$ cat config.mk
export PLATFORM = sky130hd
export DESIGN_NAME = pdac_write_seq
export DESIGN_NICKNAME = d
export VERILOG_FILES = /design/src/rtl/pdac_pkg.sv /design/src/rtl/pdac_seq_ctrl.sv /design/src/rtl/pdac_datapath.sv /design/src/rtl/pdac_write_seq.sv
export SDC_FILE = /design/constraint.sdc
export NUM_CORES = 1
export LEC_CHECK = 0
export ABC_CLOCK_PERIOD_IN_PS = 3800
export BUFFER_PORTS_ARGS = -buffer_cell sky130_fd_sc_hd__buf_2
export CORE_MARGIN = 3
export CORE_UTILIZATION = 45
export DETAILED_ROUTE_END_ITERATION = 12
export MAX_ROUTING_LAYER = met4
export PLACE_DENSITY_LB_ADDON = 0.1
export SLEW_MARGIN = 20
export SYNTH_ARGS = -nofsm -noshare
export SYNTH_HDL_FRONTEND = slang
export SYNTH_SLANG_ARGS = --single-unit
export TNS_END_PERCENT = 100
$ cat constraint.sdc
create_clock -name clk -period 3.8 [get_ports clk]
set_input_delay 0.76 -clock clk [delete_from_list [all_inputs] [get_ports clk]]
set_output_delay 0.76 -clock clk [all_outputs]
set_load 0.05 [all_outputs]
$ cat src/rtl/pdac_pkg.sv
`timescale 1ns/1ps
package pdac_pkg;

  typedef enum logic [2:0] {
    ST_IDLE,
    ST_DRIVE,
    ST_CS_LEAD,
    ST_WR_START,
    ST_WR_LOW,
    ST_WR_RELEASE,
    ST_HOLD,
    ST_CS_RELEASE
  } seq_state_e;

  typedef struct packed {
    logic load;
    logic csLow;
    logic wrLow;
    logic modeHi;
  } pdac_strobe_t;

  function automatic int nsToCycles(input int ns, input int period);
    int c;
    c = (ns + period - 1) / period;
    if (c < 1) c = 1;
    return c;
  endfunction

  function automatic int maxOf(input int a, input int b);
    return (a > b) ? a : b;
  endfunction

endpackage

$ cat src/rtl/pdac_seq_ctrl.sv
`timescale 1ns/1ps
module pdac_seq_ctrl
  import pdac_pkg::*;
#(
  parameter int CLK_PERIOD_NS  = 10,
  parameter int CS_LEAD_LO_NS  = 380,
  parameter int WR_WIDTH_LO_NS = 400,
  parameter int DSETUP_LO_NS   = 210,
  parameter int DHOLD_LO_NS    = 10,
  parameter int CS_HOLD_LO_NS  = 0,
  parameter int CS_LEAD_HI_NS  = 200,
  parameter int WR_WIDTH_HI_NS = 240,
  parameter int DSETUP_HI_NS   = 120,
  parameter int DHOLD_HI_NS    = 10,
  parameter int CS_HOLD_HI_NS  = 0
) (
  input  logic         clk,
  input  logic         rstN,
  input  logic         sampleValid,
  input  logic         hiSupply,
  output logic         sampleReady,
  output pdac_strobe_t strobes
);

  localparam int CS_CYC_LO   = nsToCycles(CS_LEAD_LO_NS, CLK_PERIOD_NS);
  localparam int CS_CYC_HI   = nsToCycles(CS_LEAD_HI_NS, CLK_PERIOD_NS);
  localparam int WR_CYC_LO   = maxOf(nsToCycles(WR_WIDTH_LO_NS, CLK_PERIOD_NS),
                                     nsToCycles(DSETUP_LO_NS, CLK_PERIOD_NS));
  localparam int WR_CYC_HI   = maxOf(nsToCycles(WR_WIDTH_HI_NS, CLK_PERIOD_NS),
                                     nsToCycles(DSETUP_HI_NS, CLK_PERIOD_NS));
  localparam int HOLD_CYC_LO = maxOf(nsToCycles(DHOLD_LO_NS, CLK_PERIOD_NS),
                                     nsToCycles(CS_HOLD_LO_NS, CLK_PERIOD_NS));
  localparam int HOLD_CYC_HI = maxOf(nsToCycles(DHOLD_HI_NS, CLK_PERIOD_NS),
                                     nsToCycles(CS_HOLD_HI_NS, CLK_PERIOD_NS));
  localparam int MAX_CYC     = maxOf(maxOf(maxOf(CS_CYC_LO, CS_CYC_HI),
                                           maxOf(WR_CYC_LO, WR_CYC_HI)),
                                     maxOf(HOLD_CYC_LO, HOLD_CYC_HI));
  localparam int CNT_W       = $clog2(MAX_CYC + 1);

  seq_state_e       state, stateNext;
  logic [CNT_W-1:0] cnt, cntNext;
  logic             modeHiQ;
  logic             accept;
  logic [CNT_W-1:0] csLoad, wrLoad, holdLoad;

  assign accept      = sampleValid && (state == ST_IDLE);
  assign sampleReady = (state == ST_IDLE);

  assign csLoad   = modeHiQ ? CNT_W'(CS_CYC_HI - 1)   : CNT_W'(CS_CYC_LO - 1);
  assign wrLoad   = modeHiQ ? CNT_W'(WR_CYC_HI - 1)   : CNT_W'(WR_CYC_LO - 1);
  assign holdLoad = modeHiQ ? CNT_W'(HOLD_CYC_HI - 1) : CNT_W'(HOLD_CYC_LO - 1);

  always_comb begin
    stateNext = state;
    cntNext   = cnt;
    case (state)
      ST_IDLE:       if (sampleValid) stateNext = ST_DRIVE;
      ST_DRIVE: begin
        stateNext = ST_CS_LEAD;
        cntNext   = csLoad;
      end
      ST_CS_LEAD:    if (cnt == '0) stateNext = ST_WR_START;
                     else cntNext = cnt - CNT_W'(1);
      ST_WR_START: begin
        stateNext = ST_WR_LOW;
        cntNext   = wrLoad;
      end
      ST_WR_LOW:     if (cnt == '0) stateNext = ST_WR_RELEASE;
                     else cntNext = cnt - CNT_W'(1);
      ST_WR_RELEASE: begin
        stateNext = ST_HOLD;
        cntNext   = holdLoad;
      end
      ST_HOLD:       if (cnt == '0) stateNext = ST_CS_RELEASE;
                     else cntNext = cnt - CNT_W'(1);
      ST_CS_RELEASE: stateNext = ST_IDLE;
      default:       stateNext = ST_IDLE;
    endcase
  end

  always_ff @(posedge clk or negedge rstN) begin
    if (!rstN) begin
      state   <= ST_IDLE;
      cnt     <= '0;
      modeHiQ <= 1'b0;
    end else begin
      state <= stateNext;
      cnt   <= cntNext;
      if (accept) modeHiQ <= hiSupply;
    end
  end

  always_comb begin
    strobes.load   = accept;
    strobes.modeHi = modeHiQ;
    strobes.wrLow  = (state == ST_WR_START) || (state == ST_WR_LOW);
    strobes.csLow  = (state == ST_CS_LEAD) || strobes.wrLow ||
                     (state == ST_WR_RELEASE) || (state == ST_HOLD);
  end

endmodule

$ cat src/rtl/pdac_datapath.sv
`timescale 1ns/1ps
module pdac_datapath
  import pdac_pkg::*;
#(
  parameter int DATA_W         = 12,
  parameter bit BIPOLAR_EN     = 1'b1,
  parameter int CLK_PERIOD_NS  = 10,
  parameter int CS_LEAD_LO_NS  = 380,
  parameter int WR_WIDTH_LO_NS = 400,
  parameter int DSETUP_LO_NS   = 210,
  parameter int DHOLD_LO_NS    = 10,
  parameter int CS_LEAD_HI_NS  = 200,
  parameter int WR_WIDTH_HI_NS = 240,
  parameter int DSETUP_HI_NS   = 120,
  parameter int DHOLD_HI_NS    = 10
) (
  input  logic              clk,
  input  logic              rstN,
  input  pdac_strobe_t      strobes,
  input  logic [DATA_W-1:0] sampleData,
  input  logic              bipolarMode,
  output logic              dacCsN,
  output logic              dacWrN,
  output logic [DATA_W-1:0] dacBus
);

  localparam int MSB   = DATA_W - 1;
  localparam int CHK_W = 16;

  logic [DATA_W-1:0] codeIn;

  generate
    if (BIPOLAR_EN) begin : g_bipolar
      assign codeIn = {sampleData[MSB] ^ bipolarMode, sampleData[MSB-1:0]};
    end else begin : g_unipolar
      assign codeIn = sampleData;
    end
  endgenerate

  always_ff @(posedge clk or negedge rstN) begin
    if (!rstN) begin
      dacCsN <= 1'b1;
      dacWrN <= 1'b1;
      dacBus <= '0;
    end else begin
      dacCsN <= !strobes.csLow;
      dacWrN <= !strobes.wrLow;
      if (strobes.load) dacBus <= codeIn;
    end
  end

  // Interval checking: saturating age counters observed by the assertions.
  logic [CHK_W-1:0]  ageCs, ageWr, ageWrHi, ageBus;
  logic [DATA_W-1:0] busPrev;

  always_ff @(posedge clk or negedge rstN) begin
    if (!rstN) begin
      ageCs   <= '0;
      ageWr   <= '0;
      ageWrHi <= '0;
      ageBus  <= '0;
      busPrev <= '0;
    end else begin
      busPrev <= dacBus;
      ageCs   <= dacCsN ? '0 : ((&ageCs) ? ageCs : ageCs + 1'b1);
      ageWr   <= dacWrN ? '0 : ((&ageWr) ? ageWr : ageWr + 1'b1);
      ageWrHi <= !dacWrN ? '0 : ((&ageWrHi) ? ageWrHi : ageWrHi + 1'b1);
      ageBus  <= (dacBus != busPrev) ? '0 : ((&ageBus) ? ageBus : ageBus + 1'b1);
    end
  end

  int needCs, needWr, needDs, needDh;
  assign needCs = strobes.modeHi ? CS_LEAD_HI_NS  : CS_LEAD_LO_NS;
  assign needWr = strobes.modeHi ? WR_WIDTH_HI_NS : WR_WIDTH_LO_NS;
  assign needDs = strobes.modeHi ? DSETUP_HI_NS   : DSETUP_LO_NS;
  assign needDh = strobes.modeHi ? DHOLD_HI_NS    : DHOLD_LO_NS;

  AST_WR_NESTED: assert property (@(posedge clk) disable iff (!rstN)
    !dacWrN |-> !dacCsN);
  AST_BUS_STABLE_CS: assert property (@(posedge clk) disable iff (!rstN)
    !dacCsN |-> $stable(dacBus));
  AST_DATA_BEFORE_CS: assert property (@(posedge clk) disable iff (!rstN)
    $fell(dacCsN) |-> $stable(dacBus));
  AST_CS_SETUP: assert property (@(posedge clk) disable iff (!rstN)
    $fell(dacWrN) |-> (int'(ageCs) * CLK_PERIOD_NS >= needCs));
  AST_WR_WIDTH: assert property (@(posedge clk) disable iff (!rstN)
    $rose(dacWrN) |-> (int'(ageWr) * CLK_PERIOD_NS >= needWr));
  AST_DATA_SETUP: assert property (@(posedge clk) disable iff (!rstN)
    $rose(dacWrN) |-> (int'(ageBus) * CLK_PERIOD_NS >= needDs));
  AST_DATA_HOLD: assert property (@(posedge clk) disable iff (!rstN)
    !$stable(dacBus) |-> (dacWrN && int'(ageWrHi) * CLK_PERIOD_NS >= needDh));
  AST_MSB_FLIP: assert property (@(posedge clk) disable iff (!rstN)
    (strobes.load && bipolarMode) |=> (dacBus[MSB] != $past(sampleData[MSB])));

endmodule

$ cat src/rtl/pdac_write_seq.sv
`timescale 1ns/1ps
module pdac_write_seq
  import pdac_pkg::*;
#(
  parameter int DATA_W         = 12,
  parameter bit BIPOLAR_EN     = 1'b1,
  parameter int CLK_PERIOD_NS  = 10,
  parameter int CS_LEAD_LO_NS  = 380,
  parameter int WR_WIDTH_LO_NS = 400,
  parameter int DSETUP_LO_NS   = 210,
  parameter int DHOLD_LO_NS    = 10,
  parameter int CS_HOLD_LO_NS  = 0,
  parameter int CS_LEAD_HI_NS  = 200,
  parameter int WR_WIDTH_HI_NS = 240,
  parameter int DSETUP_HI_NS   = 120,
  parameter int DHOLD_HI_NS    = 10,
  parameter int CS_HOLD_HI_NS  = 0
) (
  input  logic              clk,
  input  logic              rstN,
  input  logic              sampleValid,
  output logic              sampleReady,
  input  logic [DATA_W-1:0] sampleData,
  input  logic              bipolarMode,
  input  logic              hiSupply,
  output logic              dacCsN,
  output logic              dacWrN,
  output logic [DATA_W-1:0] dacBus
);

  pdac_strobe_t strobes;

  pdac_seq_ctrl #(
    .CLK_PERIOD_NS (CLK_PERIOD_NS),
    .CS_LEAD_LO_NS (CS_LEAD_LO_NS),  .WR_WIDTH_LO_NS(WR_WIDTH_LO_NS),
    .DSETUP_LO_NS  (DSETUP_LO_NS),   .DHOLD_LO_NS   (DHOLD_LO_NS),
    .CS_HOLD_LO_NS (CS_HOLD_LO_NS),
    .CS_LEAD_HI_NS (CS_LEAD_HI_NS),  .WR_WIDTH_HI_NS(WR_WIDTH_HI_NS),
    .DSETUP_HI_NS  (DSETUP_HI_NS),   .DHOLD_HI_NS   (DHOLD_HI_NS),
    .CS_HOLD_HI_NS (CS_HOLD_HI_NS)
  ) uCtrl (
    .clk         (clk),
    .rstN        (rstN),
    .sampleValid (sampleValid),
    .hiSupply    (hiSupply),
    .sampleReady (sampleReady),
    .strobes     (strobes)
  );

  pdac_datapath #(
    .DATA_W        (DATA_W),
    .BIPOLAR_EN    (BIPOLAR_EN),
    .CLK_PERIOD_NS (CLK_PERIOD_NS),
    .CS_LEAD_LO_NS (CS_LEAD_LO_NS),  .WR_WIDTH_LO_NS(WR_WIDTH_LO_NS),
    .DSETUP_LO_NS  (DSETUP_LO_NS),   .DHOLD_LO_NS   (DHOLD_LO_NS),
    .CS_LEAD_HI_NS (CS_LEAD_HI_NS),  .WR_WIDTH_HI_NS(WR_WIDTH_HI_NS),
    .DSETUP_HI_NS  (DSETUP_HI_NS),   .DHOLD_HI_NS   (DHOLD_HI_NS)
  ) uPath (
    .clk         (clk),
    .rstN        (rstN),
    .strobes     (strobes),
    .sampleData  (sampleData),
    .bipolarMode (bipolarMode),
    .dacCsN      (dacCsN),
    .dacWrN      (dacWrN),
    .dacBus      (dacBus)
  );

  AST_READY_IDLE: assert property (@(posedge clk) disable iff (!rstN)
    sampleReady |-> (dacCsN && dacWrN));
  AST_BUSY_AFTER_ACCEPT: assert property (@(posedge clk) disable iff (!rstN)
    (sampleReady && sampleValid) |=> !sampleReady);

endmodule

==> results.json <==
{
  "status": "finished, final reports clean",
  "cts_root_buf": "clkbuf_4",
  "path_max_fanout": 12,
  "period_needed_ps": 2370,
  "skew_ps": 7.81,
  "synth_common_cells": "dfrtp_1, nand2_1, a21oi_1, mux2_2, mux2_4",
  "grt_first_pass_wirelength_um": 3990,
  "postRouteAntennaNets": 0,
  "worstPathBufferInverterCount": 1,
  "ios": 32,
  "cts.htree.levels": 1,
  "relSlewSlack_pct": 49.0,
  "cts_tree": "yes",
  "worstSkewPairLatency_ps": 320,
  "cp-start-kind": "flip-flop",
  "clk_pin_slew_ps": 140,
  "worstSetupEndpointType": "primary output",
  "cts_sinks": 24,
  "place.gp.congestion": 0.847,
  "rsz0062_at_grt": "false",
  "initial_core_util_pct": 49.3,
  "row_count": 18,
  "drt_wl_total_um": 2470,
  "synth_area_leader_cell": "dfrtp_1",
  "worstPathRequired_ps": 3040,
  "reg2regPathDepth": 3,
  "clockBufferDepth": 2,
  "hpwl_um": 1800,
  "cts_buffers": 3,
  "cts_setup_buffers": 0,
  "yosysMostFrequentCell": "dfrtp_1",
  "hold_viol": 0,
  "track_usage_pct": 15.4,
  "first_pass_iters": 4,
  "cp_slowest_stage_delay_ps": 520,
  "critical_path.slowest_cell": "dfrtp_1",
  "yosysWarnings": 0,
  "critical_path.top_delay_family": "flip-flops",
  "crit_type": "flip-flop to primary output",
  "setup_viol": 0,
  "drc": 0,
  "timing.rr.start": "uCtrl.state[2]",
  "fmax_mhz": 422,
  "worstMarginPinSlew_ps": 764,
  "synthArstFlopShare_pct": 100,
  "port_buffers": 31,
  "fin_nets": 161,
  "antenna_found_initial": 0,
  "drv_slew": 0,
  "syn_area_sq_um": 1260,
  "synth.avg_cell_area_sq_um": 11.3,
  "ys_seq_area_share_pct": 47.7,
  "cts_resized": 0,
  "syn_nets": 131,
  "r2r-end": "uPath.dacBus[3]",
  "period_share_pct": 62.3,
  "hold_path_class": "input pin to asynchronous set/reset pin",
  "synthCells": 112,
  "timing.setup.tns_ps": 0,
  "netlist_top_cells_area": "dfrtp_1, mux2_4, mux2_2",
  "synth-seq-cells": 24,
  "area_growth_pct": 14.2,
  "grt_max_degree": 25,
  "drive_gt1_share_pct": 38.3,
  "via_count": 935,
  "synthFlopType": "dfrtp_1",
  "dieHeight_um": 59.0,
  "drt_iter0_drc": 34,
  "synth_edf_count": 0,
  "crit_arrival_ps": 1610,
  "crit_chain": "or2_1 -> nor2_1 -> buf_2",
  "maxCapViolations": 0,
  "routed_via_density": 5.47,
  "die_x_um": 59.0,
  "grt_overflow": 0,
  "grt_pass1_vias": 907,
  "n_antenna_cell": 0,
  "synth.distinct_cells": 37,
  "hold_buffers": 0,
  "synth_top_cell_area_share_pct": 43.5,
  "reg2reg_slack_ps": 1700,
  "die_area_sq_um": 3480,
  "wl_per_cell_um": 14.5,
  "core-area_sq_um": 2570
}
[cell usage in the layout (no fill, tap or decap), types with 2 or more instances in the layout]
cell type / count
a21oi_1: 7
and2_1: 2
buf_2: 31
clkbuf_4: 3
dfrtp_1: 22
dfstp_2: 2
ha_1: 2
inv_1: 4
mux2_2: 7
mux2_4: 6
nand2_1: 8
nand2b_1: 5
nor2_1: 5
nor3_1: 2
o211ai_1: 4
o21ai_0: 5
o221ai_1: 2
or3_1: 3
xnor2_1: 2
xor2_1: 2
[through the flow]
stage	setup slack (ps)	std cells	area [sq um]	hold slack (ps)	utilization [%]
3_5_place_dp	1710	167	1410	490	54.9
6_report	1430	171	1450	393	56.3
3_3_place_gp	1760	167	1410	486	54.9
2_1_floorplan	1550	112	1260	464	-
5_1_grt	1340	171	1450	412	56.3
4_1_cts	1440	171	1450	418	56.3
[per-layer routing]
layer	vias up	GRT usage, %	wire length (um)
met4	0	4.53	24
met1	436	20.2	1110
met5	-	-	0
met2	32	24.0	1190
li1	463	-	-
met3	4	3.05	150
[cells by family after synthesis]
kind of cell / count (synthesis) / share of synthesized area [%]
adders and majority gates: 2 / 1.98
xor gates and xnor gates: 4 / 2.77
DFF: 24 / 47.7
AOI/OAI and AO/OA: 26 / 14.1
and+or+nand+nor: 32 / 14.2
buffers and inverters: 10 / 5.04
muxes: 14 / 14.1
[how the worst max path moves through the flow]
stage                      end      startpoint  slack (ps)  depth (start not counted)
6_report           sampleReady  uCtrl.state[2]        1430                          3
5_1_grt            sampleReady  uCtrl.state[2]        1340                          3
4_1_cts            sampleReady  uCtrl.state[2]        1440                          3
3_5_place_dp   uPath.dacBus[2]  uCtrl.state[2]        1710                          3
3_3_place_gp   uPath.dacBus[4]  uCtrl.state[2]        1760                          3
2_1_floorplan      sampleReady  uCtrl.state[1]        1550                          4
[cell type report]
cell class              count  area (sq um)
flip-flops and latches     24           603
multi-input cells          78           598
inverters                   4          15.0
clock buffers               4          36.3
well taps                  30          37.5
fillers                   224          1120
repair buffers             31           155
[sequential cells by signal (all words and copies together) (netlist names)]
name / count
uCtrl.cnt: 6
uPath.dacCsN: 1
uCtrl.modeHiQ: 1
uPath.dacBus: 12
uCtrl.state: 3
uPath.dacWrN: 1
Power is not shown: default switching activity piles up to over one toggle a cycle in this logic, so the estimate is an artifact.
